$ cat src/rtl/swl_pkg.sv
`timescale 1ns/1ps
package swl_pkg;
  localparam int unsigned ADR_LOCK   = 0;
  localparam int unsigned ADR_DEVCFG = 1;
  localparam int unsigned ADR_CLKDIV = 2;
  localparam int unsigned ADR_SYSID  = 3;
  localparam int unsigned ADR_STATUS = 4;

  typedef struct packed {
    logic lock;
    logic devcfg;
    logic clkdiv;
    logic sysid;
    logic status;
  } hit_t;
endpackage

$ cat src/rtl/swl_decode.sv
`timescale 1ns/1ps
module swl_decode
  import swl_pkg::*;
#(
  parameter int ADDR_W = 4
) (
  input  logic [ADDR_W-1:0] addr,
  output hit_t              hit
);
  always_comb begin
    hit        = '0;
    hit.lock   = (addr == ADDR_W'(ADR_LOCK));
    hit.devcfg = (addr == ADDR_W'(ADR_DEVCFG));
    hit.clkdiv = (addr == ADDR_W'(ADR_CLKDIV));
    hit.sysid  = (addr == ADDR_W'(ADR_SYSID));
    hit.status = (addr == ADDR_W'(ADR_STATUS));
  end
endmodule

$ cat src/rtl/swl_keygate.sv
`timescale 1ns/1ps
module swl_keygate #(
  parameter int                 DATA_W     = 32,
  parameter logic [DATA_W-1:0]  UNLOCK_KEY = 'hAA
) (
  input  logic              clk,
  input  logic              rst_n,
  input  logic              wr_fire,
  input  logic              wr_lock,
  input  logic              wr_guarded,
  input  logic [DATA_W-1:0] wdata,
  input  logic              rd_status,
  output logic              unlocked,
  output logic              grant,
  output logic              viol
);
  logic key_seen;
  assign key_seen = wr_fire & wr_lock & (wdata == UNLOCK_KEY);
  assign grant    = wr_fire & wr_guarded & unlocked;

  always_ff @(posedge clk) begin
    if (!rst_n) begin
      unlocked <= 1'b0;
    end else if (key_seen) begin
      unlocked <= 1'b1;
    end else if (wr_fire) begin
      unlocked <= 1'b0;
    end
  end

  always_ff @(posedge clk) begin
    if (!rst_n) begin
      viol <= 1'b0;
    end else if (wr_fire & wr_guarded & ~unlocked) begin
      viol <= 1'b1;
    end else if (rd_status) begin
      viol <= 1'b0;
    end
  end
endmodule

$ cat src/rtl/swl_protregs.sv
`timescale 1ns/1ps
module swl_protregs #(
  parameter int                        DATA_W = 32,
  parameter int                        NREG   = 2,
  parameter logic [NREG*DATA_W-1:0]    INIT   = '0
) (
  input  logic                          clk,
  input  logic                          rst_n,
  input  logic [NREG-1:0]               we,
  input  logic [DATA_W-1:0]             wdata,
  output logic [NREG-1:0][DATA_W-1:0]   q
);
  for (genvar g = 0; g < NREG; g++) begin : g_reg
    always_ff @(posedge clk) begin
      if (!rst_n) begin
        q[g] <= INIT[g*DATA_W +: DATA_W];
      end else if (we[g]) begin
        q[g] <= wdata;
      end
    end
  end
endmodule

$ cat src/rtl/swl_rstpulse.sv
`timescale 1ns/1ps
module swl_rstpulse #(
  parameter logic INIT = 1'b0
) (
  input  logic clk,
  input  logic rst_n,
  input  logic ctl_bit,
  output logic pulse
);
  logic prev_q;
  always_ff @(posedge clk) begin
    if (!rst_n) prev_q <= INIT;
    else        prev_q <= ctl_bit;
  end
  assign pulse = prev_q & ~ctl_bit;
endmodule

$ cat src/rtl/swl_rspstage.sv
`timescale 1ns/1ps
module swl_rspstage #(
  parameter int DATA_W = 32
) (
  input  logic              clk,
  input  logic              rst_n,
  input  logic              load,
  input  logic [DATA_W-1:0] ldata,
  input  logic              rsp_ready,
  output logic              rsp_valid,
  output logic [DATA_W-1:0] rsp_rdata,
  output logic              can_accept
);
  assign can_accept = ~rsp_valid | rsp_ready;

  always_ff @(posedge clk) begin
    if (!rst_n) begin
      rsp_valid <= 1'b0;
      rsp_rdata <= '0;
    end else if (load) begin
      rsp_valid <= 1'b1;
      rsp_rdata <= ldata;
    end else if (rsp_ready) begin
      rsp_valid <= 1'b0;
    end
  end
endmodule

$ cat src/rtl/swlock_sysctl.sv
`timescale 1ns/1ps
module swlock_sysctl
  import swl_pkg::*;
#(
  parameter int                DATA_W      = 32,
  parameter int                ADDR_W      = 4,
  parameter logic [DATA_W-1:0] UNLOCK_KEY  = 'hAA,
  parameter logic [DATA_W-1:0] DEVCFG_INIT = '0,
  parameter logic [DATA_W-1:0] CLKDIV_INIT = '0,
  parameter int                SWRST_BIT   = 31,
  parameter int                REV_W       = 4,
  parameter int                REV_LSB     = 28
) (
  input  logic              clk,
  input  logic              rst_n,
  input  logic              req_valid,
  output logic              req_ready,
  input  logic              req_write,
  input  logic [ADDR_W-1:0] req_addr,
  input  logic [DATA_W-1:0] req_wdata,
  output logic              rsp_valid,
  input  logic              rsp_ready,
  output logic [DATA_W-1:0] rsp_rdata,
  input  logic [REV_W-1:0]  chip_rev,
  output logic [DATA_W-1:0] devcfg_o,
  output logic [DATA_W-1:0] clkdiv_o,
  output logic              sw_reset_req
);
  localparam int NPROT = 2;
  localparam int IDX_DEVCFG = 0;
  localparam int IDX_CLKDIV = 1;
  localparam logic [NPROT*DATA_W-1:0] PROT_INIT = {CLKDIV_INIT, DEVCFG_INIT};

  hit_t hit;
  logic req_fire, wr_fire, rd_fire, guarded;
  logic unlocked, grant, viol;
  logic [NPROT-1:0] prot_we;
  logic [NPROT-1:0][DATA_W-1:0] prot_q;
  logic [DATA_W-1:0] rd_mux;

  swl_decode #(.ADDR_W(ADDR_W)) u_dec (.addr(req_addr), .hit(hit));

  assign req_fire = req_valid & req_ready;
  assign wr_fire  = req_fire & req_write;
  assign rd_fire  = req_fire & ~req_write;
  assign guarded  = hit.devcfg | hit.clkdiv;

  swl_keygate #(.DATA_W(DATA_W), .UNLOCK_KEY(UNLOCK_KEY)) u_gate (
    .clk(clk), .rst_n(rst_n), .wr_fire(wr_fire), .wr_lock(hit.lock),
    .wr_guarded(guarded), .wdata(req_wdata), .rd_status(rd_fire & hit.status),
    .unlocked(unlocked), .grant(grant), .viol(viol)
  );

  assign prot_we[IDX_DEVCFG] = grant & hit.devcfg;
  assign prot_we[IDX_CLKDIV] = grant & hit.clkdiv;

  swl_protregs #(.DATA_W(DATA_W), .NREG(NPROT), .INIT(PROT_INIT)) u_regs (
    .clk(clk), .rst_n(rst_n), .we(prot_we), .wdata(req_wdata), .q(prot_q)
  );

  assign devcfg_o = prot_q[IDX_DEVCFG];
  assign clkdiv_o = prot_q[IDX_CLKDIV];

  swl_rstpulse #(.INIT(DEVCFG_INIT[SWRST_BIT])) u_rst (
    .clk(clk), .rst_n(rst_n), .ctl_bit(devcfg_o[SWRST_BIT]), .pulse(sw_reset_req)
  );

  always_comb begin
    rd_mux = '0;
    if (hit.lock)   rd_mux = DATA_W'(unlocked);
    if (hit.devcfg) rd_mux = devcfg_o;
    if (hit.clkdiv) rd_mux = clkdiv_o;
    if (hit.sysid)  rd_mux = DATA_W'(chip_rev) << REV_LSB;
    if (hit.status) rd_mux = DATA_W'(viol);
  end

  swl_rspstage #(.DATA_W(DATA_W)) u_rsp (
    .clk(clk), .rst_n(rst_n), .load(rd_fire), .ldata(rd_mux),
    .rsp_ready(rsp_ready), .rsp_valid(rsp_valid), .rsp_rdata(rsp_rdata),
    .can_accept(req_ready)
  );
endmodule

$ cat config.mk
export PLATFORM = sky130hd
export DESIGN_NAME = swlock_sysctl
export DESIGN_NICKNAME = d
export VERILOG_FILES = /design/src/rtl/swl_pkg.sv /design/src/rtl/swl_decode.sv /design/src/rtl/swl_keygate.sv /design/src/rtl/swl_protregs.sv /design/src/rtl/swl_rstpulse.sv /design/src/rtl/swl_rspstage.sv /design/src/rtl/swlock_sysctl.sv
export SDC_FILE = /design/constraint.sdc
export NUM_CORES = 1
export LEC_CHECK = 0
export ABC_AREA = 0
export BUFFER_PORTS_ARGS = -buffer_cell sky130_fd_sc_hd__buf_2
export CORE_MARGIN = 10
export CORE_UTILIZATION = 40
export DETAILED_ROUTE_END_ITERATION = 12
export GPL_TIMING_DRIVEN = 0
export PLACE_DENSITY = 0.72
export SYNTH_ARGS = -nofsm -noshare
export SYNTH_HDL_FRONTEND = slang
export SYNTH_HIERARCHICAL = 1
export SYNTH_SLANG_ARGS = --single-unit
$ cat constraint.sdc
create_clock -name clk -period 2.62 [get_ports clk]
set_input_delay 0.524 -clock clk [delete_from_list [all_inputs] [get_ports clk]]
set_output_delay 0.524 -clock clk [all_outputs]
set_load 0.05 [all_outputs]
# After elaboration in Yosys (flattened, before gate mapping)
# Index checks and enable logic that the tools add are counted.
# totals
ramBits	0
romBits	0
latchBits	0
ff_bits	100
n_memories	0
word_cells	45
# classes
n_bitwise	18
n_shift	0
n_mul	0
add_sub_neg	0
muxes	11
eq_ne	5
order_cmp	0
n_reduce_logical	4
div_mod_pow	0
# op_table
operator	n
two-way mux 32 bit	4
equality test 32 x 8 -> 1 bit (second input constant)	1
bitwise AND 1 bit	12
equality test 4 x 2 -> 1 bit (second input constant)	2
two-way mux 1 bit	7
nonzero test 2 bit	3
equality test 4 x 1 -> 1 bit (second input constant)	1
equality test 4 x 3 -> 1 bit (second input constant)	1
logical NOT 4 bit	1
inverter 1 bit	4
OR 1 bit	2

# Longest topological paths before layout
# Gate-level depths: netlist of run 1.
# logic_depth
depth_word	7
depth_mapped	10

# Modules after synthesis
# The synthesis of run 1 kept the hierarchy.
# modules_own_cells
mod	seq_area_each_um2	cells_each	instances	area_each_um2
swl_protregs	1281.2	207	1	2492.4
swl_rspstage	660.6	107	1	1281.2
swlock_sysctl	0.0	94	1	569.3
swl_keygate	40.0	21	1	178.9
swl_decode	0.0	5	1	45.0
swl_rstpulse	20.0	3	1	36.3

# Worst setup path before layout of run 1
# Ideal clock, no wire load.
# synth_timing
path_type	reg2reg
start	register u_rsp.rsp_valid
end	register u_regs/q[61] in the netlist's numbering
synth_period_minus_slack_ns	2.282
arrival_ns	2.164
setup_slack_ns	0.338
t_required_ns	2.503
stages_incl_launch_ff	9
path_cell_list	dfxtp_1 nand2b_1 and3_1 and3_1 and2_1 buf_6 buf_12 mux2i_1 nor2b_1
# synth_between
elab_chain_len	7
# synth_lines
item	line	source
start, declared	swl_rspstage.sv:10	output logic rsp_valid,
start signal, assigned	swl_rspstage.sv:18	rsp_valid <= 1'b0;
start signal, assigned	swl_rspstage.sv:21	rsp_valid <= 1'b1;
start signal, assigned	swl_rspstage.sv:24	rsp_valid <= 1'b0;
inverter 1 bit	swl_rspstage.sv:14	assign can_accept = ~rsp_valid | rsp_ready;
OR 1 bit	swl_rspstage.sv:14	
via req_ready	swlock_sysctl.sv:17	output logic req_ready,
bitwise AND 1 bit	swlock_sysctl.sv:43	assign req_fire = req_valid & req_ready;
bitwise AND 1 bit	swlock_sysctl.sv:44	assign wr_fire = req_fire & req_write;
via wr_fire	swlock_sysctl.sv:35	logic req_fire, wr_fire, rd_fire, guarded;
bitwise AND 1 bit (2 in series)	swl_keygate.sv:19	assign grant = wr_fire & wr_guarded & unlocked;
via grant	swlock_sysctl.sv:36	logic unlocked, grant, viol;
bitwise AND 1 bit	swlock_sysctl.sv:55	assign prot_we[IDX_CLKDIV] = grant & hit.clkdiv;
via prot_we[1]	swlock_sysctl.sv:37	logic [NPROT-1:0] prot_we;
end signal, assigned by index	swl_protregs.sv:16	q[g] <= INIT[g*DATA_W +: DATA_W];
end signal, assigned by index	swl_protregs.sv:18	q[g] <= wdata;
end, declared	swl_protregs.sv:11	output logic [NREG-1:0][DATA_W-1:0] q
# The timed path passes the listed nets, and every way through them passes these cells.
# A chain may end at the register's enable or synchronous reset.

==> summary.txt, run 1 <==
Run status
  – Status: complete, no violations

STA
  – Worst clock skew: 0.00667 ns
  – Max Freq: between 400 and 500 MHz
  – Final min period: 2.41 ns
  – Final hold violations: 0
  – RSZ-0062 raised after global routing: false
  – Final setup viols: 0
  – Relative slew slack: 26.4%
  – Period utilisation layout: between 90% and 100%
  – Hold_ws: 0.482 ns
  – TNS Setup: 0 ns
  – Slew Viols, Final: 0
  – Pin slew with the least headroom to its limit: 1.09 ns

Synthesis
  – Seq/Total Area, Yosys: 43.5%
  – Async S/R FF share, synth: 0%
  – Most common cell in the netlist: dfxtp_1
  – Post-synth top area share: 43.5%
  – Gate Count Post-Synth: 437
  – Yosys cell types: 37
  – Synth top area cells: dfxtp_1, mux2i_1, nor2b_1
  – Number of enable flip-flop cells after synthesis: 0
  – Predominant post-synthesis flop cell: dfxtp_1
  – Post-synthesis average cell area: 10.5 um2
  – Synth cell count leaders: dfxtp_1, nor2b_1, mux2i_1
  – Mapped cell area: 4600 um2
  – Warnings from Yosys: 6
  – Post-Syn Nets: 482
  – Leading area contributor after synthesis: dfxtp_1
  – Seq cells post-synth: 100

Drt
  – Residual DRC count: 0
  – Vias per cell: about 5
  – DR pass1 iterations: 4
  – DRT iter0 DRCs: ~170
  – Routed wire per std cell: ~18 um
  – Via count: 3696
  – Detail Route Antenna Nets: 0
  – Routed wire length: 13400 um

Worst setup path
  – Worst setup SP type: input port
  – Crit path DAT: 2.63 ns
  – FF-to-FF End: u_regs/q[47]$_SDFFE_PN0P_
  – Worst Setup Path Type: in -> reg
  – Slowest-stage cell, CP: nor4b_2
  – CP Data Required Time: 2.84 ns
  – Crit-path cells: buf_2 > nor4b_2 > buf_2 > buf_2 > or2_2 > and3_1 > and2_1 > buf_6 > buf_12 > mux2i_1 > nor2b_1
  – Worst reg-to-reg setup slack: 0.85 ns
  – Buffers & Inverters on Critical Path: 5
  – Worst-case reg-to-reg path depth: 8
  – Crit path max fanout: 10
  – Worst flop-to-flop path startpoint: u_rsp/rsp_valid$_SDFFE_PN0P_
  – Largest delay contributor family on the critical path: buffers and inverters
  – CP Capture Type: register
  – Most used cell, CP: buf_2
  – CP peak stage delay: roughly 0.35 ns

Global routing
  – Largest net degree at the start of global routing: 16
  – First-pass GRT wire length: between 20000 and 25000 um
  – Total Routing Usage GR: between 10% and 20%
  – Remaining Overflow, GRT: 0
  – Initial antenna violation count: 0
  – Vias in the first global route: 4015

Power and ir drop
  – Worst vdd ir: about 0.27 mV
  – Flop pwr share: approximately half
  – Pleak: around 2.3 nW
  – Combinational share of power: 6.8%
  – Sw frac: 22.0%
  – Power Total: 3.01 mW
  – P_sw: 0.662 mW
  – Internal cell power: 2.34 mW
  – Clock network power share: 42.6%
  – Power Dens Cells: 519 nW/um2

Die
  – Horiz. Die Dim: 127 um
  – Num ports: 144
  – Row cnt: 39
  – Die height: 127 um
  – Core area: about 11000 um2
  – Die area: 16200 um2
  – Initial Util: between 40 and 50%

CTS
  – Clock root buffer master: clkbuf_16
  – CTS tree: built
  – Num CTS Buffers: 9
  – Reg clk slew, reported paths: 0.07 ns
  – Sink Count: 100
  – Hold bufs inserted after CTS: 0
  – Clk buf depth: 2
  – Worst-Skew Late Latency: 0.33 ns
  – CTS H-tree depth: 3

Min path
  – Hold path depth: 3
  – Hold crit path type: in -> reg
  – Worst min-delay path startpoint: req_wdata[16]
  – Endpoint, Worst Hold: u_regs/q[48]$_SDFFE_PN0P_

Final layout
  – Nets: 636
  – Antenna cell count: 0
  – Final cell count without fillers: 739
  – Share of cells above drive strength 1: about a third
  – P&R area growth vs syn: 25.9%

Placement
  – Final Wtd Congestion: 0.794
  – Post-Place Cells: between 700 and 800
  – Buffers added on ports: 143
  – Dpl hpwl: 10100 um

Flow run
  – Max Cap Viol: 0
[power groups by stage]
stage	clock, mW	sequential, mW	combinational, mW
4_1_cts	1.31	1.52	0.203
5_1_grt	1.36	1.52	0.218
2_1_floorplan	0	1.56	0.106
3_5_place_dp	0	1.56	0.203
6_report	1.28	1.52	0.204
3_3_place_gp	0	1.56	0.200
[how the worst max path moves through the flow]
| stage | from | to | slack [ns] | cells after the start |
|---|---|---|---|---|
| 6_report | req_addr[0] | u_regs/q[47]$_SDFFE_PN0P_ | 0.21 | 11 |
| 5_1_grt | req_addr[0] | u_regs/q[15]$_SDFFE_PN0P_ | 0.11 | 11 |
| 4_1_cts | req_addr[0] | u_regs/q[47]$_SDFFE_PN0P_ | 0.07 | 11 |
| 3_5_place_dp | req_addr[0] | u_regs/q[47]$_SDFFE_PN0P_ | -0.29 | 11 |
| 3_3_place_gp | req_addr[1] | u_regs/q[51]$_SDFFE_PN0P_ | -0.21 | 9 |
| 2_1_floorplan | u_rsp/rsp_valid$_SDFFE_PN0P_ | u_regs/q[61]$_SDFFE_PN0P_ | 0.34 | 8 |
[kinds of logic (layout without fill, tap and decap cells)]
kind of cell / count (synthesis) / in the layout / synth area share (%)
AOI/OAI and AO/OA: 40 / 40 / 6.44
buffers and inverters: 38 / 197 / 7.80
DFF: 100 / 100 / 43.5
muxes: 96 / 96 / 20.9
and+or+nand+nor: 163 / 163 / 21.4
[timing repair]
action,CTS,global route
setup buffers,0,0
resized for setup,0,2
endpoints found under the setup margin,0,65
[routing by layer]
layer / vias to the layer above / part of all wire, % / GRT usage [%]
met5: - / 0 / 0
met4: 0 / 0.89 / 4.96
met3: 8 / 6.8 / 4.71
met2: 105 / 47 / 26.4
met1: 1765 / 45 / 19.8
li1: 1818 / - / -
[tightest hold or removal path, delay by kind of cell]
family	cells	cell delay, ns
buf+inv	1	0.10
mux	1	0.06
simple gates	1	0.09
[cells in the final DEF, fill, tap and decap left out, types with 3 or more instances in the layout]
cell | netlist | final
a22oi_1 | 27 | 27
nor4_1 | 4 | 4
and2_1 | 4 | 4
buf_6 | 8 | 8
nand3b_1 | 3 | 3
clkinv_2 | 0 | 5
dfxtp_1 | 100 | 100
mux2i_1 | 96 | 96
and4bb_2 | 3 | 3
inv_1 | 5 | 5
nor3_1 | 3 | 3
a21oi_1 | 3 | 3
clkbuf_1 | 10 | 11
clkbuf_16 | 0 | 9
nand2_1 | 4 | 4
buf_12 | 9 | 9
nor2_1 | 28 | 28
nor2b_1 | 98 | 98
buf_2 | 5 | 148
a221oi_1 | 4 | 4
[state kept, by name (all words and copies together) (netlist names)]
name,flops
u_regs/q,64
u_gate/unlocked,1
u_rsp/rsp_valid,1
u_rsp/rsp_rdata,32
u_rst/prev_q,1
u_gate/viol,1
[layout make-up]
type / instances / area [um2]
clock buffer: 10 / 229
fill: 1061 / 5530
multi-input combinational: 299 / 2250
timing repair buffer: 143 / 716
tap: 143 / 179
sequential: 100 / 2000
clock inverter: 6 / 55.1
inverter: 5 / 18.8
buffer: 33 / 340
[metrics by stage]
stage	cell area (um2)	util, %	setup WS (ns)
5_1_grt	5790	51.2	0.113
6_report	5790	51.2	0.210
3_3_place_gp	5500	48.6	-0.214
2_1_floorplan	4600	-	0.338
3_5_place_dp	5500	48.6	-0.294
4_1_cts	5780	51.1	0.0688
No activity file was read; power rests on OpenSTA's default activity.
==> inputs of run 2 (changes only) <==
CORE_ASPECT_RATIO = 1.5   (was unset)
==> run 2 against run 1 <==
Register-to-register slack better by 0.05 ns. Sequential share of layout area shrank 0.36 points. First-iteration DRC count is 0.58% lower. Combinational power is essentially flat. Utilization rose by 1.2 points. Flip-flop and latch count is the same. Design area rose by 1.1%. Critical path type unchanged.
==> summary.txt, run 2 (same netlist as run 1, synthesis figures left out) <==
Global routing
  – Initial antenna violation count: 0 (unchanged)
  – Remaining Overflow, GRT: 0 (unchanged)
  – Vias in the first global route: 3988 (was 4015)
  – Total Routing Usage GR: 16.9% (was 16.1%)
  – Largest net degree at the start of global routing: 17 (was 16)
  – First-pass GRT wire length: 21500 um (was 21300 um)

Flow run
  – Max Cap Viol: 0 (unchanged)

Worst setup path
  – CP Data Required Time: 2.85 ns (was 2.84 ns)
  – Largest delay contributor family on the critical path: buffers and inverters (unchanged)
  – Most used cell, CP: buf_2 (unchanged)
  – Critical path depth: 11 (unchanged)
  – Buffers & Inverters on Critical Path: 5 (unchanged)
  – Slowest-stage cell, CP: nor4b_2 (unchanged)
  – Worst flop-to-flop path startpoint: u_rsp/rsp_valid$_SDFFE_PN0P_ (unchanged)
  – Worst reg-to-reg setup slack: 0.90 ns (was 0.85 ns)
  – CP Launch Point: req_addr[0] (unchanged)
  – Crit-path cells: buf_2 > nor4b_2 > buf_2 > buf_2 > or2_2 > and3_1 > and2_1 > buf_6 > buf_12 > mux2i_1 > nor2b_1 (unchanged)
  – Critical Path End: u_regs/q[38]$_SDFFE_PN0P_ (was u_regs/q[47]$_SDFFE_PN0P_)
  – Worst-case reg-to-reg path depth: 8 (unchanged)
  – CP peak stage delay: 0.33 ns (was 0.35 ns)
  – Crit path max fanout: 10 (unchanged)
  – Worst setup SP type: input port (unchanged)
  – CP Capture Type: register (unchanged)
  – Crit path DAT: 2.62 ns (was 2.63 ns)
  – Worst Setup Path Type: in -> reg (unchanged)
  – FF-to-FF End: u_regs/q[38]$_SDFFE_PN0P_ (was u_regs/q[47]$_SDFFE_PN0P_)

Die
  – Num ports: 144 (unchanged)
  – Initial Util: 41.2% (was 40.7%)
  – Horiz. Die Dim: 108 um (was 127 um)
  – Row cnt: 47 (was 39)
  – Die height: 151 um (was 127 um)
  – Core area: 11200 um2 (was 11300 um2)
  – Die area: 16300 um2 (was 16200 um2)

Drt
  – Residual DRC count: 0 (unchanged)
  – DRT iter0 DRCs: 172 (was 173)
  – Vias per cell: 5.01 (was 5.00)
  – Routed wire length: 13800 um (was 13400 um)
  – Detail Route Antenna Nets: 0 (unchanged)
  – DR pass1 iterations: 4 (unchanged)
  – Via count: 3724 (was 3696)
  – Routed wire per std cell: 18.6 um (was 18.1 um)

CTS
  – Hold bufs inserted after CTS: 0 (unchanged)
  – Worst-Skew Late Latency: 0.34 ns (was 0.33 ns)
  – Setup Buffers After CTS: 0 (unchanged)
  – CTS H-tree depth: 3 (unchanged)
  – Reg clk slew, reported paths: 0.07 ns (about the same)
  – CTS resizes: 1 (was 0)
  – Sink Count: 100 (unchanged)
  – Clock root buffer master: clkbuf_16 (unchanged)
  – Num CTS Buffers: 9 (unchanged)
  – Clk buf depth: 2 (unchanged)
  – CTS tree: built (unchanged)

Final layout
  – Most frequent cells in the layout: buf_2, dfxtp_1, nor2b_1 (unchanged)
  – P&R area growth vs syn: 27.2% (was 25.9%)
  – Share of cells above drive strength 1: 31.9% (was 32.0%)
  – Antenna cell count: 0 (unchanged)
  – Final core occ: 52.4% (was 51.2%)
  – Largest register FFs: 64 (unchanged)
  – Nets: 636 (unchanged)
  – Most common cell after layout, fill and taps aside: buf_2 (unchanged)
  – Final cell count without fillers: 743 (was 739)
  – Top flop regs: u_regs/q x64, u_rsp/rsp_rdata x32 (unchanged)
  – Top reg by flops: u_regs/q (unchanged)
  – Fin area: 5860 um2 (was 5790 um2)

Placement
  – Dpl hpwl: 10500 um (was 10100 um)
  – Post-Place Cells: 727 (was 723)
  – Buffers added on ports: 143 (unchanged)
  – Placed inst area: 5500 um2 (about the same)
  – Final Wtd Congestion: 0.811 (was 0.794)

Min path
  – Worst min-delay path startpoint: req_wdata[23] (was req_wdata[16])
  – Hold crit path type: in -> reg (unchanged)

STA
  – Relative slew slack: 24.1% (was 26.4%)
  – Worst clock skew: 0.00779 ns (was 0.00667 ns)
  – Final min period: 2.39 ns (was 2.41 ns)
  – Pin slew with the least headroom to its limit: 1.12 ns (was 1.09 ns)
  – RSZ-0062 raised after global routing: false (unchanged)
  – Period utilisation layout: 91.1% (was 92.0%)
  – Final setup viols: 0 (unchanged)
  – Slew Viols, Final: 0 (unchanged)
  – Final hold violations: 0 (unchanged)
  – Max Freq: 419 MHz (was 415 MHz)
  – Hold_ws: 0.476 ns (was 0.482 ns)
  – TNS Setup: 0 ns (unchanged)

Power and ir drop
  – Power Dens Cells: 552 nW/um2 (was 519 nW/um2)
  – Pleak: 2.37 nW (was 2.35 nW)
  – Worst vdd ir: 0.336 mV (was 0.270 mV)

Run status
  – Status: complete, no violations (unchanged)
## run 2: worst register-to-register path: cells and delay by family, from the launching register on
| kind | cells | cell delay [ns] |
|---|---|---|
| mux | 1 | 0.24 |
| buf+inv | 2 | 0.31 |
| flops | 1 | 0.31 |
| simple gates | 5 | 0.74 |
## run 2: worst min path at each step
stage	endpoint	slack, ns	cells after the start
6_report	u_regs/q[55]$_SDFFE_PN0P_	0.48	3
5_1_grt	u_regs/q[10]$_SDFFE_PN0P_	0.49	3
4_1_cts	u_regs/q[55]$_SDFFE_PN0P_	0.47	3
3_5_place_dp	u_rsp/rsp_rdata[12]$_SDFFE_PN0P_	0.50	2
3_3_place_gp	u_rsp/rsp_rdata[4]$_SDFFE_PN0P_	0.49	2
2_1_floorplan	u_gate/unlocked$_SDFFE_PN0P_	0.48	2
## run 2: stage by stage
stage                     total power [mW]  setup slack [ns]
final                                 3.23             0.233
after global routing                  3.34            0.0807
after CTS                             3.27             0.151
after detailed placement              1.76            -0.378
after global placement                1.76            -0.233
after floorplan                       1.67             0.338
## run 2: cell type report
| type | instances | area, um2 |
|---|---|---|
| buffer | 33 | 340 |
| clock buffer | 11 | 233 |
| clock inverter | 5 | 108 |
| fill | 1073 | 5320 |
| inverter | 5 | 18.8 |
| multi-input combinational | 299 | 2250 |
| sequential | 100 | 2000 |
| tap | 147 | 184 |
| timing repair buffer | 143 | 716 |
## run 2: power breakdown
| part | switching, mW | leakage, nW | internal [mW] |
|---|---|---|---|
| Sequential | 0.000968 | 0.805 | 1.52 |
| Combinational | 0.111 | 1.40 | 0.0908 |
| Clock | 0.571 | 0.164 | 0.940 |
| Total | 0.683 | 2.37 | 2.55 |
## run 2: metal layers
layer | track usage (%) | share of wire (%)
met1 | 17.8 | 38
met2 | 30.7 | 53
met3 | 4.98 | 6.5
met4 | 6.37 | 1.8
met5 | 0 | 0
